`config.mk`:
```
export PLATFORM = sky130hd
export DESIGN_NAME = bscan_chain
export DESIGN_NICKNAME = d
export VERILOG_FILES = /design/src/rtl/bscan_pkg.sv /design/src/rtl/bscan_ctrl.sv /design/src/rtl/bscan_cells.sv /design/src/rtl/bscan_chain.sv
export SDC_FILE = /design/constraint.sdc
export NUM_CORES = 1
export LEC_CHECK = 0
export ABC_CLOCK_PERIOD_IN_PS = 1400
export BUFFER_PORTS_ARGS = -buffer_cell sky130_fd_sc_hd__buf_2
export CELL_PAD_IN_SITES_DETAIL_PLACEMENT = 1
export CELL_PAD_IN_SITES_GLOBAL_PLACEMENT = 2
export CORE_MARGIN = 3
export CORE_UTILIZATION = 33
export CTS_CLUSTER_DIAMETER = 30
export DETAILED_ROUTE_END_ITERATION = 8
export GPL_TIMING_DRIVEN = 1
export PLACE_DENSITY_LB_ADDON = 0.1
export SLEW_MARGIN = 25
export SYNTH_ARGS = -nofsm -noshare
export SYNTH_HDL_FRONTEND = slang
export SYNTH_SLANG_ARGS = --single-unit
```
`constraint.sdc`:
```
create_clock -name tck -period 1.4 [get_ports tck]
set_input_delay 0.21 -clock tck [delete_from_list [all_inputs] [get_ports tck]]
set_output_delay 0.21 -clock tck [all_outputs]
set_load 0.03 [all_outputs]
```
`src/rtl/bscan_pkg.sv`:
```
package bscan_pkg;

  localparam int NumBidir = 13;
  localparam int NumOut   = 4;
  localparam int NumIn    = 4;
  localparam int ChainLen = 2 * NumBidir + NumOut + NumIn;
  localparam int IdxW     = $clog2(ChainLen);

  typedef enum logic [1:0] {
    KindCtl   = 2'd0,
    KindBidir = 2'd1,
    KindOut   = 2'd2,
    KindIn    = 2'd3
  } cellKind_e;

  typedef struct packed {
    logic capture;
    logic shift;
    logic update;
    logic extest;
    logic floatAll;
  } scanStrobe_t;

  // Cell role by chain index (33 nearest the serial input, 0 nearest the output)
  function automatic cellKind_e kindOf(int idx);
    if (idx >= 18)                 return (idx % 2 == 1) ? KindCtl : KindBidir;
    else if (idx >= 15)            return KindOut;
    else if (idx >= 13)            return KindIn;
    else if (idx >= 7)             return (idx % 2 == 0) ? KindCtl : KindBidir;
    else if (idx == 6 || idx == 1) return KindIn;
    else if (idx >= 2)             return (idx % 2 == 1) ? KindCtl : KindBidir;
    else                           return KindOut;
  endfunction

  // Pin number served by a cell, within its pin class
  function automatic int pinOf(int idx);
    if (idx >= 18)      return (idx % 2 == 1) ? (33 - idx) / 2 : (32 - idx) / 2;
    else if (idx >= 15) return 17 - idx;
    else if (idx >= 13) return 14 - idx;
    else if (idx >= 7)  return (idx % 2 == 0) ? 8 + (12 - idx) / 2 : 8 + (11 - idx) / 2;
    else if (idx == 6)  return 2;
    else if (idx == 1)  return 3;
    else if (idx >= 2)  return (idx % 2 == 1) ? 11 + (5 - idx) / 2 : 11 + (4 - idx) / 2;
    else                return 3;
  endfunction

  function automatic int bidirDataIdx(int pin);
    if (pin < 8)       return 32 - 2 * pin;
    else if (pin < 11) return 11 - 2 * (pin - 8);
    else               return 4 - 2 * (pin - 11);
  endfunction

  function automatic int outCellIdx(int pin);
    return (pin < 3) ? 17 - pin : 0;
  endfunction

endpackage

```
`src/rtl/bscan_ctrl.sv`:
```
module bscan_ctrl
  import bscan_pkg::*;
(
  input  logic        captureDr,
  input  logic        shiftDr,
  input  logic        updateDr,
  input  logic        extestMode,
  input  logic        floatAll,
  output scanStrobe_t strobe
);

  // Capture wins over shift; update only when the chain is idle.
  always_comb begin
    strobe.capture  = captureDr;
    strobe.shift    = shiftDr & ~captureDr;
    strobe.update   = updateDr & ~captureDr & ~shiftDr;
    strobe.extest   = extestMode;
    strobe.floatAll = floatAll;
  end

endmodule

```
`src/rtl/bscan_cells.sv`:
```
module bscan_cells
  import bscan_pkg::*;
(
  input  logic                tck,
  input  logic                rstN,
  input  scanStrobe_t         strobe,
  input  logic                scanIn,
  output logic                scanOut,
  input  logic [NumBidir-1:0] coreBiOut,
  input  logic [NumBidir-1:0] coreBiOe,
  output logic [NumBidir-1:0] coreBiIn,
  output logic [NumBidir-1:0] padBiOut,
  output logic [NumBidir-1:0] padBiOe,
  input  logic [NumBidir-1:0] padBiIn,
  input  logic [NumOut-1:0]   coreOut,
  output logic [NumOut-1:0]   padOut,
  input  logic [NumIn-1:0]    padIn,
  output logic [NumIn-1:0]    coreIn
);

  logic [ChainLen-1:0] shiftReg;
  logic [ChainLen-1:0] capVec;
  logic [NumBidir-1:0] updData;
  logic [NumBidir-1:0] updCtl;
  logic [NumOut-1:0]   updOut;

  // Capture sources, one per cell, chosen by the fixed layout
  for (genvar c = 0; c < ChainLen; c++) begin : g_cap
    localparam cellKind_e Kind = kindOf(c);
    localparam int        Pin  = pinOf(c);
    if (Kind == KindCtl) begin : g_ctl
      assign capVec[c] = ~coreBiOe[Pin];
    end else if (Kind == KindBidir) begin : g_bi
      assign capVec[c] = padBiIn[Pin];
    end else if (Kind == KindOut) begin : g_out
      assign capVec[c] = padOut[Pin];
    end else begin : g_in
      assign capVec[c] = padIn[Pin];
    end
  end

  always_ff @(posedge tck or negedge rstN) begin
    if (!rstN)               shiftReg <= '0;
    else if (strobe.capture) shiftReg <= capVec;
    else if (strobe.shift)   shiftReg <= {scanIn, shiftReg[ChainLen-1:1]};
  end

  assign scanOut = shiftReg[0];

  // Hold stage and pad multiplexing for bidirectional pins
  for (genvar p = 0; p < NumBidir; p++) begin : g_bidir
    localparam int DataIdx = bidirDataIdx(p);
    localparam int CtlIdx  = DataIdx + 1;

    always_ff @(negedge tck or negedge rstN) begin
      if (!rstN) begin
        updData[p] <= 1'b0;
        updCtl[p]  <= 1'b1;
      end else if (strobe.update) begin
        updData[p] <= shiftReg[DataIdx];
        updCtl[p]  <= shiftReg[CtlIdx];
      end
    end

    assign padBiOut[p] = strobe.extest ? updData[p] : coreBiOut[p];
    assign padBiOe[p]  = ~strobe.floatAll & (strobe.extest ? ~updCtl[p] : coreBiOe[p]);
  end

  // Hold stage and pad multiplexing for output-only pins
  for (genvar q = 0; q < NumOut; q++) begin : g_out
    localparam int CellIdx = outCellIdx(q);

    always_ff @(negedge tck or negedge rstN) begin
      if (!rstN)              updOut[q] <= 1'b0;
      else if (strobe.update) updOut[q] <= shiftReg[CellIdx];
    end

    assign padOut[q] = strobe.extest ? updOut[q] : coreOut[q];
  end

  assign coreBiIn = padBiIn;
  assign coreIn   = padIn;

  // Shift moves the image one cell toward the serial output
  p_shift_moves_r4: assert property (@(posedge tck) disable iff (!rstN)
    strobe.shift |=> shiftReg[ChainLen-2:0] == $past(shiftReg[ChainLen-1:1]));

  // Capture and shift never both act
  p_cap_excl_r3: assert property (@(posedge tck) disable iff (!rstN)
    $onehot0({strobe.capture, strobe.shift}));

  // Hold stage only moves on an update strobe
  p_hold_stable_r8: assert property (@(negedge tck) disable iff (!rstN)
    !strobe.update |=> $stable({updData, updCtl, updOut}));

  // Float-all keeps every bidirectional driver off
  p_float_off_r9: assert property (@(posedge tck) disable iff (!rstN)
    strobe.floatAll |-> padBiOe == '0);

  // Functional mode: output-only pins belong to the core
  p_core_owns_r7: assert property (@(posedge tck) disable iff (!rstN)
    !strobe.extest |-> padOut == coreOut);

endmodule

```
`src/rtl/bscan_chain.sv`:
```
module bscan_chain
  import bscan_pkg::*;
(
  input  logic                tck,
  input  logic                rstN,
  input  logic                scanIn,
  output logic                scanOut,
  input  logic                captureDr,
  input  logic                shiftDr,
  input  logic                updateDr,
  input  logic                extestMode,
  input  logic                floatAll,
  input  logic [NumBidir-1:0] coreBiOut,
  input  logic [NumBidir-1:0] coreBiOe,
  output logic [NumBidir-1:0] coreBiIn,
  output logic [NumBidir-1:0] padBiOut,
  output logic [NumBidir-1:0] padBiOe,
  input  logic [NumBidir-1:0] padBiIn,
  input  logic [NumOut-1:0]   coreOut,
  output logic [NumOut-1:0]   padOut,
  input  logic [NumIn-1:0]    padIn,
  output logic [NumIn-1:0]    coreIn
);

  scanStrobe_t strobe;

  bscan_ctrl i_ctrl (
    .captureDr (captureDr),
    .shiftDr   (shiftDr),
    .updateDr  (updateDr),
    .extestMode(extestMode),
    .floatAll  (floatAll),
    .strobe    (strobe)
  );

  bscan_cells i_cells (
    .tck      (tck),
    .rstN     (rstN),
    .strobe   (strobe),
    .scanIn   (scanIn),
    .scanOut  (scanOut),
    .coreBiOut(coreBiOut),
    .coreBiOe (coreBiOe),
    .coreBiIn (coreBiIn),
    .padBiOut (padBiOut),
    .padBiOe  (padBiOe),
    .padBiIn  (padBiIn),
    .coreOut  (coreOut),
    .padOut   (padOut),
    .padIn    (padIn),
    .coreIn   (coreIn)
  );

endmodule

```
==> impl_metrics.tcl <==
set metrics [dict create \
    insertion_delay_ns 0.39 \
    skew_ns 0.0504 \
    io_pins 103 \
    netlist_instances 273 \
    grt_pass1_wl_um 15700 \
    yosysSeqAreaShare_pct 48.1 \
    area_delta_synth_final_pct 60.3 \
    io_buffers 102 \
    layout.cells.non_filler 578 \
    layout-drive-gt1-share_pct 64.9 \
    cts_root_buffer "clkbuf_8" \
    slew_viol_final 0 \
    clk_pin_slew_ns 0.07 \
    finalSetupViolations 64 \
    cts_htree_levels 3 \
    status "finished, violations left" \
    relSlewSlack_pct 49.9 \
    synth-seq-cells 64 \
    diodes 0 \
    nFillCells 1027 \
    min_from "coreBiOe[6]" \
    grt_pass1_vias 2972 \
    cts_tree "yes" \
    postRouteWirelength_um 9670 \
    critPathMaxStageDelay_ns 0.53 \
    worst_r2r_startpoint "i_cells.updOut[2]" \
    crit_required_ns 1.19 \
    row_count 36 \
    design.core.area_um2 9860 \
    fin_util_pct 54.7 \
    viasPerCell 4.56 \
    hold_viol 0 \
    yosysTopAreaCellShare_pct 25.3 \
    synth.most_common_cell "mux2_2" \
    cts_buffers 9 \
    async_flop_share_pct 100 \
    gr-usage-all-layers_pct 17.8 \
    nNetsFinal 495 \
    die_h_um 107 \
    clk_path_buf_depth 2 \
    netlist_area_um2 3370 \
    violations "negative setup slack" \
    hold_class "input port to flip-flop" \
    ir_drop_v 0.000456 \
    first_iter_violations 75 \
    synth_flop_cell "dfrtp_1" \
    yosys-top-cells-area "dfrtp_1, mux2_2, mux2i_1" \
    antenna_found_initial 0 \
    dr.pass1.iters 4 \
    synthDistinctLibCells 17 \
    critPathKind "flip-flop to output pin" \
    die_width_um 107 \
    cellLeakagePower_nw 2.72 \
    grt_max_degree 52 \
    cp_slowest_cell "dfstp_2" \
    tightest_slew_ns 0.752 \
    rsz0062_at_grt "true" \
    crit_path_start "i_cells.updCtl[8]" \
    worstPathMaxFanout 2 \
    power.density_nw_per_um2 1260 \
    drc 0 \
    ant_nets 0 \
    syn-num-nets 328 \
    place_ws_ns -0.658 \
    synth_edf_count 0 \
    routabilityCongestion 0.679 \
    grt-ovfl-total 0 \
    initial_core_util_pct 34.1 \
    route.vias.total 2636 \
    dpl.hpwl_um 6190 \
    arrival_ns 1.98 \
    synth_warnings 0 \
    ys_top_cells_by_count "mux2_2, mux2i_1, dfrtp_1, nand2b_1, buf_4" \
    dp_cells 527 \
    syn_area_per_cell_um2 12.3 \
    clock_sinks 64 \
    die_area_um2 11400 \
    crit_chain "nand2b_4 -> a21oi_4 -> buf_6" \
    critPathLaunchType "flip-flop" \
    synth_top_area_cell "dfrtp_1" \
    cp-end-kind "output pin" \
    cap_viol_max_count 0 \
    wl_per_cell_um 16.7 \
    fin_ws_ns -0.786 \
]
critical path: cells and delay by family (launching register included):
family,cells,cell delay (ns)
compound gates,1,0.06
buf+inv,1,0.18
simple gates,1,0.12
flops,1,0.53
per-stage QoR:
stage | total power [W] | TNS, ns | cell area (um2) | hold slack [ns]
6_report | 0.00680 | -28.06 | 5400 | 0.0503
3_5_place_dp | 0.00463 | -29.32 | 4620 | 0.0423
3_3_place_gp | 0.00459 | -28.79 | 4620 | 0.0456
5_1_grt | 0.00720 | -29.92 | 5400 | 0.0625
4_1_cts | 0.00681 | -28.13 | 5340 | 0.0336
2_1_floorplan | 0.00392 | -21.57 | 3730 | -0.0856
path summary, 6_finish.rpt:
check / depth (start not counted) / endpoint / slack (ns)
worst max register to register: 3 / i_cells.shiftReg[15] / -0.39
worst min register to register: 1 / i_cells.updOut[3] / 0.47
max in group asynchronous: 4 / i_cells.updData[6] / 0.05
min in group asynchronous: 2 / i_cells.shiftReg[16] / 0.26
worst max-delay path: 3 / padBiOe[8] / -0.79
worst min-delay path: 2 / i_cells.shiftReg[21] / 0.05
layout make-up:
class                           count  area (um2)  area share [%]
Tap cell                          133         166            3.08
Sequential cell                    64        1620            30.0
Multi-Input combinational cell    172        1880            34.9
Clock inverter                     20         124            2.30
Timing Repair Buffer              180        1480            27.5
Clock buffer                        9         124            2.30
repair_timing:
item	in CTS	in global routing
hold buffers	1	0
gates resized for setup	86	8
gates cloned	3	1
setup buffers	13	9
pin swaps	14	1
hold endpoints to repair	19	0
endpoints found under the setup margin	64	68
placed cells by master (no fill, tap or decap), types with 2 or more instances in the layout:
master / n
clkbuf_8: 9
dfrtp_1: 34
mux2i_1: 43
o21ai_0: 17
dfstp_2: 13
buf_2: 69
dfrtn_1: 17
nand2b_4: 13
inv_1: 13
a21oi_4: 13
buf_6: 39
nand2_1: 17
mux2_4: 51
buf_16: 2
buf_8: 3
mux2_2: 4
buf_12: 6
nand2b_1: 13
buf_4: 58
kinds of logic (layout without fill, tap and decap cells):
kind of cell    count (synthesis)  after routing  synth area share [%]
compound gates                 30             30                  4.46
flops                          64             64                  48.1
buf+inv                        37            209                  7.88
simple gates                   44             44                  7.29
mux                            98             98                  32.3
sequential cells by signal (all words and copies together), names as in the netlist:
name,cells
i_cells.shiftReg,34
i_cells.updCtl,13
i_cells.updData,13
i_cells.updOut,4
routing by layer:
metal | vias up | wire length (um) | GRT usage [%]
met5 | - | 0 | 0
met4 | 0 | 120 | 5.48
met3 | 12 | 354 | 3.25
met2 | 62 | 4790 | 29.7
met1 | 1294 | 4400 | 23.6
li1 | 1268 | - | -
where the power goes:
group | leakage [nW] | internal [W] | switching [W] | total (W)
Sequential | 0.751 | 0.00228 | 0.000224 | 0.00251
Clock | 0.171 | 0.000945 | 0.000858 | 0.00180
Combinational | 1.80 | 0.00148 | 0.00100 | 0.00248
Total | 2.72 | 0.00471 | 0.00208 | 0.00680
(Power assumes the default switching activity.)
